$ cat config.mk
export PLATFORM = sky130hd
export DESIGN_NAME = spim_split_count
export DESIGN_NICKNAME = d
export VERILOG_FILES = /design/src/rtl/spim_split_pkg.sv /design/src/rtl/spim_split_ctrl.sv /design/src/rtl/spim_split_datapath.sv /design/src/rtl/spim_split_count.sv
export SDC_FILE = /design/constraint.sdc
export NUM_CORES = 1
export LEC_CHECK = 0
export ABC_CLOCK_PERIOD_IN_PS = 3100
export CORE_MARGIN = 10
export CORE_UTILIZATION = 43
export CTS_CLUSTER_SIZE = 8
export DETAILED_ROUTE_END_ITERATION = 8
export PLACE_DENSITY_LB_ADDON = 0.25
export RECOVER_POWER = 100
export REMOVE_ABC_BUFFERS = 1
export SETUP_SLACK_MARGIN = 0.5
export SYNTH_ARGS = -nofsm -noshare
export SYNTH_HDL_FRONTEND = slang
export SYNTH_SLANG_ARGS = --single-unit
$ cat constraint.sdc
create_clock -name clk -period 3.1 [get_ports clk]
set_input_delay 0.62 -clock clk [delete_from_list [all_inputs] [get_ports clk]]
set_output_delay 0.62 -clock clk [all_outputs]
set_load 0.05 [all_outputs]
$ cat src/rtl/spim_split_pkg.sv
package spim_split_pkg;

  typedef enum logic [1:0] {
    ST_IDLE,
    ST_FETCH,
    ST_RUN,
    ST_BYTEEND
  } xferState_t;

  // Strobes from control to datapath, one cycle each
  typedef struct packed {
    logic loadPort;  // load shifter from source port
    logic loadFill;  // load shifter with fill byte
    logic sckEdge;   // toggle SCK
    logic shiftOut;  // advance MOSI shifter
    logic sampleIn;  // capture MISO
    logic emitRx;    // present received byte
  } xferStrobe_t;

endpackage

$ cat src/rtl/spim_split_ctrl.sv
module spim_split_ctrl
  import spim_split_pkg::*;
#(
  parameter int LEN_W  = 8,
  parameter int DIV_W  = 8,
  parameter int DATA_W = 8
) (
  input  logic             clk,
  input  logic             rstN,
  input  logic             startPulse,
  input  logic             cpha,
  input  logic [DIV_W-1:0] clkDiv,
  input  logic [LEN_W-1:0] txLen,
  input  logic [LEN_W-1:0] rxLen,
  input  logic             txValid,
  output logic             txReady,
  input  logic             endClear,
  output xferStrobe_t      strobe,
  output logic [LEN_W-1:0] txAmount,
  output logic [LEN_W-1:0] rxAmount,
  output logic             endEvent,
  output logic             busy
);

  localparam int EDGES  = 2 * DATA_W;
  localparam int EDGE_W = $clog2(EDGES);
  localparam logic [EDGE_W-1:0] LAST_EDGE = EDGE_W'(EDGES - 1);

  xferState_t       state;
  logic [LEN_W-1:0] txLenQ, rxLenQ, totalQ, byteCnt, txCnt, rxCnt;
  logic [DIV_W-1:0] halfQ, tickCnt;
  logic [EDGE_W-1:0] edgeIdx;
  logic             cphaQ, endQ;

  logic             txPending, rxPending, edgeNow, evenEdge;
  logic             startOk, lastByte, endSet;
  logic [LEN_W-1:0] maxLen;

  always_comb begin
    txPending = txCnt < txLenQ;
    rxPending = rxCnt < rxLenQ;
    startOk   = startPulse && (state == ST_IDLE);
    maxLen    = (txLen > rxLen) ? txLen : rxLen;
    edgeNow   = (state == ST_RUN) && (tickCnt == halfQ - 1'b1);
    evenEdge  = ~edgeIdx[0];
    lastByte  = (LEN_W'(byteCnt + 1'b1) == totalQ);
    txReady   = (state == ST_FETCH) && txPending;

    strobe.loadPort = txReady && txValid;
    strobe.loadFill = (state == ST_FETCH) && !txPending;
    strobe.sckEdge  = edgeNow;
    strobe.sampleIn = edgeNow && (evenEdge ^ cphaQ);
    strobe.shiftOut = edgeNow && (evenEdge == cphaQ) &&
                      (cphaQ ? (edgeIdx != '0) : (edgeIdx != LAST_EDGE));
    strobe.emitRx   = (state == ST_BYTEEND) && rxPending;

    endSet = ((state == ST_BYTEEND) && lastByte) || (startOk && (maxLen == '0));
  end

  always_ff @(posedge clk or negedge rstN) begin
    if (!rstN) begin
      state   <= ST_IDLE;
      txLenQ  <= '0;
      rxLenQ  <= '0;
      totalQ  <= '0;
      halfQ   <= DIV_W'(1);
      cphaQ   <= 1'b0;
      tickCnt <= '0;
      edgeIdx <= '0;
      byteCnt <= '0;
      txCnt   <= '0;
      rxCnt   <= '0;
    end else begin
      case (state)
        ST_IDLE: begin
          if (startOk) begin
            txLenQ  <= txLen;
            rxLenQ  <= rxLen;
            totalQ  <= maxLen;
            halfQ   <= (clkDiv < DIV_W'(2)) ? DIV_W'(1) : (clkDiv >> 1);
            cphaQ   <= cpha;
            txCnt   <= '0;
            rxCnt   <= '0;
            byteCnt <= '0;
            state   <= (maxLen == '0) ? ST_IDLE : ST_FETCH;
          end
        end
        ST_FETCH: begin
          if (strobe.loadPort || strobe.loadFill) begin
            txCnt   <= txCnt + LEN_W'(strobe.loadPort);
            tickCnt <= '0;
            edgeIdx <= '0;
            state   <= ST_RUN;
          end
        end
        ST_RUN: begin
          if (edgeNow) begin
            tickCnt <= '0;
            edgeIdx <= edgeIdx + 1'b1;
            if (edgeIdx == LAST_EDGE) state <= ST_BYTEEND;
          end else begin
            tickCnt <= tickCnt + 1'b1;
          end
        end
        ST_BYTEEND: begin
          if (rxPending) rxCnt <= rxCnt + 1'b1;
          byteCnt <= byteCnt + 1'b1;
          state   <= lastByte ? ST_IDLE : ST_FETCH;
        end
        default: state <= ST_IDLE;
      endcase
    end
  end

  always_ff @(posedge clk or negedge rstN) begin
    if (!rstN)                     endQ <= 1'b0;
    else if (endSet)               endQ <= 1'b1;
    else if (startOk || endClear)  endQ <= 1'b0;
  end

  assign txAmount = txCnt;
  assign rxAmount = rxCnt;
  assign endEvent = endQ;
  assign busy     = (state != ST_IDLE);

  AST_END_STICKY: assert property (@(posedge clk) disable iff (!rstN)
    (endEvent && !endClear && !startPulse) |=> endEvent);
  AST_END_NOT_WHILE_BUSY: assert property (@(posedge clk) disable iff (!rstN)
    busy |-> !endEvent);
  AST_BUSY_FALL_END: assert property (@(posedge clk) disable iff (!rstN)
    $fell(busy) |-> endEvent);
  AST_TX_COUNT_BOUND: assert property (@(posedge clk) disable iff (!rstN)
    txAmount <= txLenQ);
  AST_RX_COUNT_BOUND: assert property (@(posedge clk) disable iff (!rstN)
    rxAmount <= rxLenQ);
  AST_AMOUNTS_CLEAR: assert property (@(posedge clk) disable iff (!rstN)
    $rose(busy) |-> (txAmount == '0 && rxAmount == '0));

endmodule

$ cat src/rtl/spim_split_datapath.sv
module spim_split_datapath
  import spim_split_pkg::*;
#(
  parameter int DATA_W = 8
) (
  input  logic              clk,
  input  logic              rstN,
  input  xferStrobe_t       strobe,
  input  logic              cpol,
  input  logic [DATA_W-1:0] txData,
  input  logic [DATA_W-1:0] overRead,
  input  logic              miso,
  output logic              sck,
  output logic              mosi,
  output logic [DATA_W-1:0] rxData,
  output logic              rxValid
);

  logic              sckLevel;
  logic [DATA_W-1:0] txShift, rxShift;

  always_ff @(posedge clk or negedge rstN) begin
    if (!rstN) begin
      sckLevel <= 1'b0;
      txShift  <= '0;
      rxShift  <= '0;
      rxData   <= '0;
      rxValid  <= 1'b0;
    end else begin
      if (strobe.sckEdge) sckLevel <= ~sckLevel;
      if (strobe.loadPort)      txShift <= txData;
      else if (strobe.loadFill) txShift <= overRead;
      else if (strobe.shiftOut) txShift <= {txShift[DATA_W-2:0], 1'b0};
      if (strobe.sampleIn) rxShift <= {rxShift[DATA_W-2:0], miso};
      rxValid <= strobe.emitRx;
      if (strobe.emitRx) rxData <= rxShift;
    end
  end

  assign sck  = sckLevel ^ cpol;
  assign mosi = txShift[DATA_W-1];

  AST_RX_SINGLE_PULSE: assert property (@(posedge clk) disable iff (!rstN)
    rxValid |=> !rxValid);
  AST_MOSI_HOLD_AT_CAPTURE: assert property (@(posedge clk) disable iff (!rstN)
    strobe.sampleIn |-> !strobe.shiftOut);

endmodule

$ cat src/rtl/spim_split_count.sv
module spim_split_count
  import spim_split_pkg::*;
#(
  parameter int LEN_W  = 8,
  parameter int DIV_W  = 8,
  parameter int DATA_W = 8
) (
  input  logic              clk,
  input  logic              rstN,
  input  logic              startPulse,
  input  logic              cpol,
  input  logic              cpha,
  input  logic [DIV_W-1:0]  clkDiv,
  input  logic [LEN_W-1:0]  txLen,
  input  logic [LEN_W-1:0]  rxLen,
  input  logic [DATA_W-1:0] overRead,
  input  logic [DATA_W-1:0] txData,
  input  logic              txValid,
  output logic              txReady,
  output logic [DATA_W-1:0] rxData,
  output logic              rxValid,
  input  logic              endClear,
  output logic              sck,
  output logic              mosi,
  input  logic              miso,
  output logic [LEN_W-1:0]  txAmount,
  output logic [LEN_W-1:0]  rxAmount,
  output logic              endEvent,
  output logic              busy
);

  xferStrobe_t strobe;

  spim_split_ctrl #(.LEN_W(LEN_W), .DIV_W(DIV_W), .DATA_W(DATA_W)) u_ctrl (
    .clk(clk), .rstN(rstN), .startPulse(startPulse), .cpha(cpha),
    .clkDiv(clkDiv), .txLen(txLen), .rxLen(rxLen), .txValid(txValid),
    .txReady(txReady), .endClear(endClear), .strobe(strobe),
    .txAmount(txAmount), .rxAmount(rxAmount), .endEvent(endEvent), .busy(busy)
  );

  spim_split_datapath #(.DATA_W(DATA_W)) u_dp (
    .clk(clk), .rstN(rstN), .strobe(strobe), .cpol(cpol), .txData(txData),
    .overRead(overRead), .miso(miso), .sck(sck), .mosi(mosi),
    .rxData(rxData), .rxValid(rxValid)
  );

  AST_SCK_IDLE_LEVEL: assert property (@(posedge clk) disable iff (!rstN)
    !busy |-> (sck == cpol));
  AST_READY_ONLY_BUSY: assert property (@(posedge clk) disable iff (!rstN)
    txReady |-> busy);

endmodule

==> results of run 1 <==
## per-stage QoR
step                      setup WS, ps  power (mW)  std cells  instance area [µm²]
final                              402        5.80        840                 6980
after global routing               209        6.24        840                 6980
after CTS                          355        5.92        838                 7010
after detailed placement           274        4.43        820                 6600
after global placement             304        4.34        820                 6600
after floorplan                   98.6        3.66        561                 5540
## routing by layer
metal  up-vias  wire (µm)  GRT usage (%)
li1       2225          -              -
met2        95       6330           24.3
met3        20        717           3.93
met5         -          0              0
met1      2147       6180           20.5
met4         0        229           5.74
## area by class of cell
| cell class | count | area, µm² |
|---|---|---|
| flip-flops and latches | 97 | 2430 |
| clock inverters | 7 | 166 |
| well taps | 172 | 215 |
| clock buffers | 9 | 225 |
| fillers | 1206 | 5750 |
| inverters | 34 | 128 |
| repair buffers | 91 | 850 |
| multi-input cells | 430 | 2960 |
## cell usage after synthesis, types with 2 or more instances
master / instances
and3_1: 5
a21o_1: 7
nand2b_1: 10
mux2i_1: 22
mux2_1: 11
nor2b_1: 3
or4b_1: 2
and2_1: 3
mux2_2: 20
nand4_1: 7
a221o_1: 2
o31ai_1: 2
nor4_1: 5
nand3_1: 17
a21oi_1: 20
nand2_1: 80
o21ai_0: 48
o211ai_1: 5
buf_6: 2
inv_1: 34
a22o_1: 11
o21ai_1: 12
ha_1: 34
nor3b_1: 2
nor2_1: 24
xor2_1: 13
and4_1: 2
or4_1: 4
o22ai_1: 2
xnor2_1: 13
buf_2: 5
nand3b_1: 3
o21a_1: 2
or2_2: 5
nor3_1: 13
clkbuf_1: 14
dfrtp_1: 96
## power by group through the flow
stage | registers, mW | clock network, mW | logic, mW
floorplan | 2.06 | 0 | 1.61
global placement | 2.00 | 0 | 2.35
detailed placement | 2.01 | 0 | 2.42
CTS | 2.00 | 1.48 | 2.45
global route | 2.05 | 1.53 | 2.67
finish | 1.99 | 1.45 | 2.36
## sequential cells by signal (all words and copies together) (netlist names)
signal           count
u_dp.rxData          8
u_ctrl.edgeIdx       4
u_ctrl.tickCnt       8
u_dp.sckLevel        1
u_ctrl.halfQ         7
u_ctrl.rxLenQ        8
u_ctrl.txAmount      8
u_ctrl.rxAmount      8
u_dp.rxShift         8
u_ctrl.endEvent      1
u_ctrl.totalQ        8
u_ctrl.byteCnt       8
u_ctrl.cphaQ         1
u_dp.rxValid         1
u_ctrl.state         2
u_ctrl.txLenQ        8
u_dp.txShift         8
## worst max-delay path by stage
stage	start	to	slack, ps	cells past startpoint
floorplan	u_ctrl.txAmount[2]	u_ctrl.txAmount[4]	100	11
global placement	rxLen[1]	u_ctrl.state[0]	300	10
detailed placement	rxLen[1]	u_ctrl.state[0]	270	10
CTS	u_ctrl.txAmount[2]	txReady	350	6
global route	u_ctrl.rxAmount[5]	u_ctrl.rxAmount[7]	210	7
finish	u_ctrl.halfQ[0]	u_ctrl.state[1]	400	8
## cell families after synthesis
kind of cell             count (synthesis)
flip-flops                              97
buffers and inverters                   55
adder cells (fa/ha/maj)                 34
multiplexers                            54
AO/OA/AOI/OAI                          125
XOR/XNOR                                26
AND/OR/NAND/NOR                        191
## timing repair
| action | CTS | global route |
|---|---|---|
| pin swaps | 1 | 3 |
| resized for setup | 5 | 12 |
| setup buffers | 2 | 2 |
| setup endpoints to repair | 23 | 39 |
==> metrics.txt, run 1 <==
status complete, but fails checks; violated checks capacitance limit, slew limit; CP delay by family, top compound AO/OA/AOI/OAI gates; area share of the largest cell type after synthesis 42.6%; gr usage total 15.6%; Die X 134 µm; Max Root-Sink Buffers 2; Sink Count 97; Num CTS Buffers 9; register area share after synthesis 43.1%; worst-path maximum fanout 5; Comb pwr share 40.7%; drt initial violations 278; proportion of power drawn by the clock network 25.0%; post-synthesis simple-gate area fraction 16.8%; initial antenna violation count 0; PD cells 832 nW/µm²; setup TNS 0 ps; clock slew at reported path FFs 70 ps; P&R area growth vs syn 23.8%; kind of critical path reg2reg; I/O pin count 78; post-route ant nets 0; CP Buf/Inv Count 1; Crit-path slowest cell dfstp_1; starting density of the core 44.3%; launching point of the worst reg2reg path u_ctrl.halfQ[0]; XOR/XNOR share of the synthesized area 4.04%; # rows 41; Final Max Slew Viols 83; Crit path arrival time 2930 ps; Core Box Area 12700 µm²; post-synthesis async set-or-reset flop share 100%; Switching Fraction 38.6%; worst-path cell chain inv_1, ha_1, nand2b_1, a311oi_2, o2111a_1, a41oi_1, or3_1, mux2_1; IO buf count 76; worst vdd ir 0.488 mV; Peak Freq 371 MHz; post-synthesis area per instance 9.68 µm²; Worst-Margin Slew 2040 ps; largest net degree at the start of global routing 83; Final HPWL DP 9970 µm; synthesized area 5640 µm²; CTS Hold Bufs 0; Pint 3.56 mW; Clock Skew 8.45 ps; Hold WS 490 ps; placer congestion estimate 0.836; Die Span Y 134 µm; ANT cells 0; Synth Area in Compound Gates 14.1%; nature of the critical path endpoint register; most common cell after layout, fill and taps aside dfrtp_1; largest family of logic cells by synthesized area simple AND/OR/NAND/NOR gates; CTS tree yes; Post-synth top flop dfrtp_1; Adder-Cell Fraction of Synth Area 7.55%; P_leak 3.25 nW; final hold vios 0; Synthesis Warnings 0; final net count 745; grt total ovfl 0; drt pass-1 iters 5; max-slew headroom at the worst pin -35.8%; dominant cells by area after synthesis dfrtp_1, ha_1, nand2_1, o21ai_0, mux2_2; worst min-delay path startpoint u_dp.rxShift[7]; Hold Path Cell Cnt 1; Hold EP u_dp.rxShift[7]; Clk Latency, worst-skew pair 350 ps; Sw Pwr 2.24 mW; drt total wl 13500 µm; first-pass GRT wire length 23300 µm; CTS Root Cell clkbuf_16; Syn Inst Count 582; fin crit period 2700 ps; CP Launch Type register; Flop pwr share 34.3%; most frequent cells in the layout dfrtp_1, nand2_1, o21ai_0, clkdlybuf4s50_1, inv_1; Avg WL per Cell 16.0 µm; H-Tree Depth 3; RSZ-0062 raised after global routing yes; reg2reg setup slack 400 ps; MaxCap Viol Count 1; critical path's largest stage delay 600 ps; reg-to-reg endpoint u_ctrl.state[1]; DIE AREA 18100 µm²; R2R depth 8; Setup Viol. Count Final 0; worst hold path type reg2reg; ratio of cells with drive above 1 in the final layout 9.28%; Required @ worst endpoint 3330 ps; number of global-route vias before repair 4599; Residual DRC 0; post-synth cell types 59; utilization after layout 54.8%; mux cell area share after synthesis 10.4%; register bit total from synthesis 97; number of synthesized flops with an enable pin 0; Vias 4487; cell accounting for the most synthesized area dfrtp_1; fin crit share 87.0%; vias per inst 5.34
(Power assumes the default switching activity.)
==> run 2, diff against run 1 <==
Settings changed: HOLD_SLACK_MARGIN set to 0.15, MAX_ROUTING_LAYER set to met4.
==> run 2 against run 1 <==
Net effect:
- the flow still finishes with violations (capacitance limit, slew limit)
- clock power is essentially flat
- critical path depth is the same
- first-iteration DRC count up 17%
- final cell count stayed put
- utilization did not move
- global-route usage rose by 0.40 points
- highest routed layer unchanged
==> metrics.txt, run 2 (synthesized netlist as in run 1, its figures left out) <==
met2 Use GR 24.4%; worst hold path type reg2reg; P&R area growth vs syn 23.8%; most frequent cells in the layout dfrtp_1, nand2_1, o21ai_0, clkdlybuf4s50_1, inv_1; Final Max Slew Viols 83; ANT cells 0; drt pass-1 iters 5; status complete, but fails checks; multi-input logic area 2960 µm²; grt peak-use layer met2; starting density of the core 44.3%; fin crit share 87.2%; number of global-route vias before repair 4601; drt total wl 13500 µm; ratio of cells with drive above 1 in the final layout 9.28%; # rows 41; Max Root-Sink Buffers 2; final hold vios 0; CTS Root Cell clkbuf_16; DIE AREA 18100 µm²; post-route ant nets 0; worst-path maximum fanout 5; fillers 1206; H-Tree Depth 3; Clock Skew 5.92 ps; largest net degree at the start of global routing 83; kind of critical path reg2reg; nature of the critical path endpoint register; drt initial violations 324; I/O pin count 78; Die X 134 µm; Worst-Margin Slew 2020 ps; Peak Freq 370 MHz; Vias 4480; Num CTS Buffers 9; violated checks capacitance limit, slew limit; PD cells 831 nW/µm²; most common cell after layout, fill and taps aside dfrtp_1; CP Launch Type register; grt total ovfl 0; Residual DRC 0; Avg WL per Cell 16.0 µm; RSZ-0062 raised after global routing yes; first-pass GRT wire length 23300 µm; vias per inst 5.33; utilization after layout 54.8%; gr usage total 16.0%; Die Span Y 134 µm; Setup Viol. Count Final 0; Sink Count 97; Clk Latency, worst-skew pair 350 ps; Crit path arrival time 2940 ps; max-slew headroom at the worst pin -34.4%; Final HPWL DP 9970 µm; worst vdd ir 0.489 mV; Register Area 2430 µm²; IO buf count 76; initial antenna violation count 0; MaxCap Viol Count 1; setup TNS 0 ps; Core Box Area 12700 µm²; GR Util met3 3.38%; CTS tree yes; global routing usage on met1 20.7%; Required @ worst endpoint 3330 ps; clock slew at reported path FFs 70 ps; CTS Hold Bufs 0; P_leak 3.25 nW; fin crit period 2700 ps; placer congestion estimate 0.849; final net count 745
run 2: cell counts in the layout (fill, tap and decap cells not counted):
No cell type changed its count.
run 2: cell type report:
| class | count | area share (%) |
|---|---|---|
| clock inverters | 7 | 2.39 |
| well taps | 172 | 3.08 |
| inverters | 34 | 1.83 |
| clock buffers | 9 | 3.23 |
| flip-flops and latches | 97 | 34.8 |
| repair buffers | 91 | 12.2 |
| multi-input cells | 430 | 42.5 |
run 2: where the power goes:
group          switching [mW]  total [mW]  internal [mW]
Combinational            1.40        2.36          0.965
Clock                   0.492        1.44          0.953
Sequential              0.347        1.99           1.65
run 2: path summary, 6_finish.rpt:
path	start	endpoint	slack [ps]	cells after the start
setup / recovery	u_ctrl.halfQ[0]	u_ctrl.state[1]	400	8
hold / removal	u_dp.rxShift[7]	u_dp.rxShift[7]	490	1
setup reg to reg	u_ctrl.halfQ[0]	u_ctrl.state[1]	400	8
hold reg to reg	u_dp.rxShift[7]	u_dp.rxShift[7]	490	1
max in group asynchronous	rstN	u_ctrl.txAmount[2]	1030	2
min in group asynchronous	rstN	u_dp.rxData[0]	840	1
run 2: stage by stage:
| step | power [mW] | hold slack (ps) | cell area, µm² | setup slack [ps] | std cells |
|---|---|---|---|---|---|
| after floorplan | 3.66 | 324 | 5540 | 98.6 | 561 |
| after global placement | 4.34 | 469 | 6600 | 304 | 820 |
| after detailed placement | 4.43 | 468 | 6600 | 274 | 820 |
| after CTS | 5.92 | 495 | 7010 | 355 | 838 |
| after global routing | 6.24 | 527 | 6980 | 209 | 840 |
| final | 5.80 | 490 | 6980 | 398 | 840 |
run 2: critical path, stage by stage, from the launching register on:
cell and delay (ps):
dfstp_1 600, inv_1 70, ha_1 250, nand2b_1 190, a311oi_2 270, o2111a_1 330
a41oi_1 160, or3_1 390, mux2_1 330
run 2: per-layer routing:
metal / up-vias / routed length [µm]
li1: 2224 / -
met1: 2140 / 6310
met2: 99 / 6360
met3: 17 / 588
met4: 0 / 202
met5: - / 0
run 2: timing repair:
action                                  4_1_cts  5_1_grt
gates resized for setup                       5       12
endpoints found under the setup margin       23       39
cloned                                        0        0
pin swaps                                     1        3
setup buffers                                 2        2
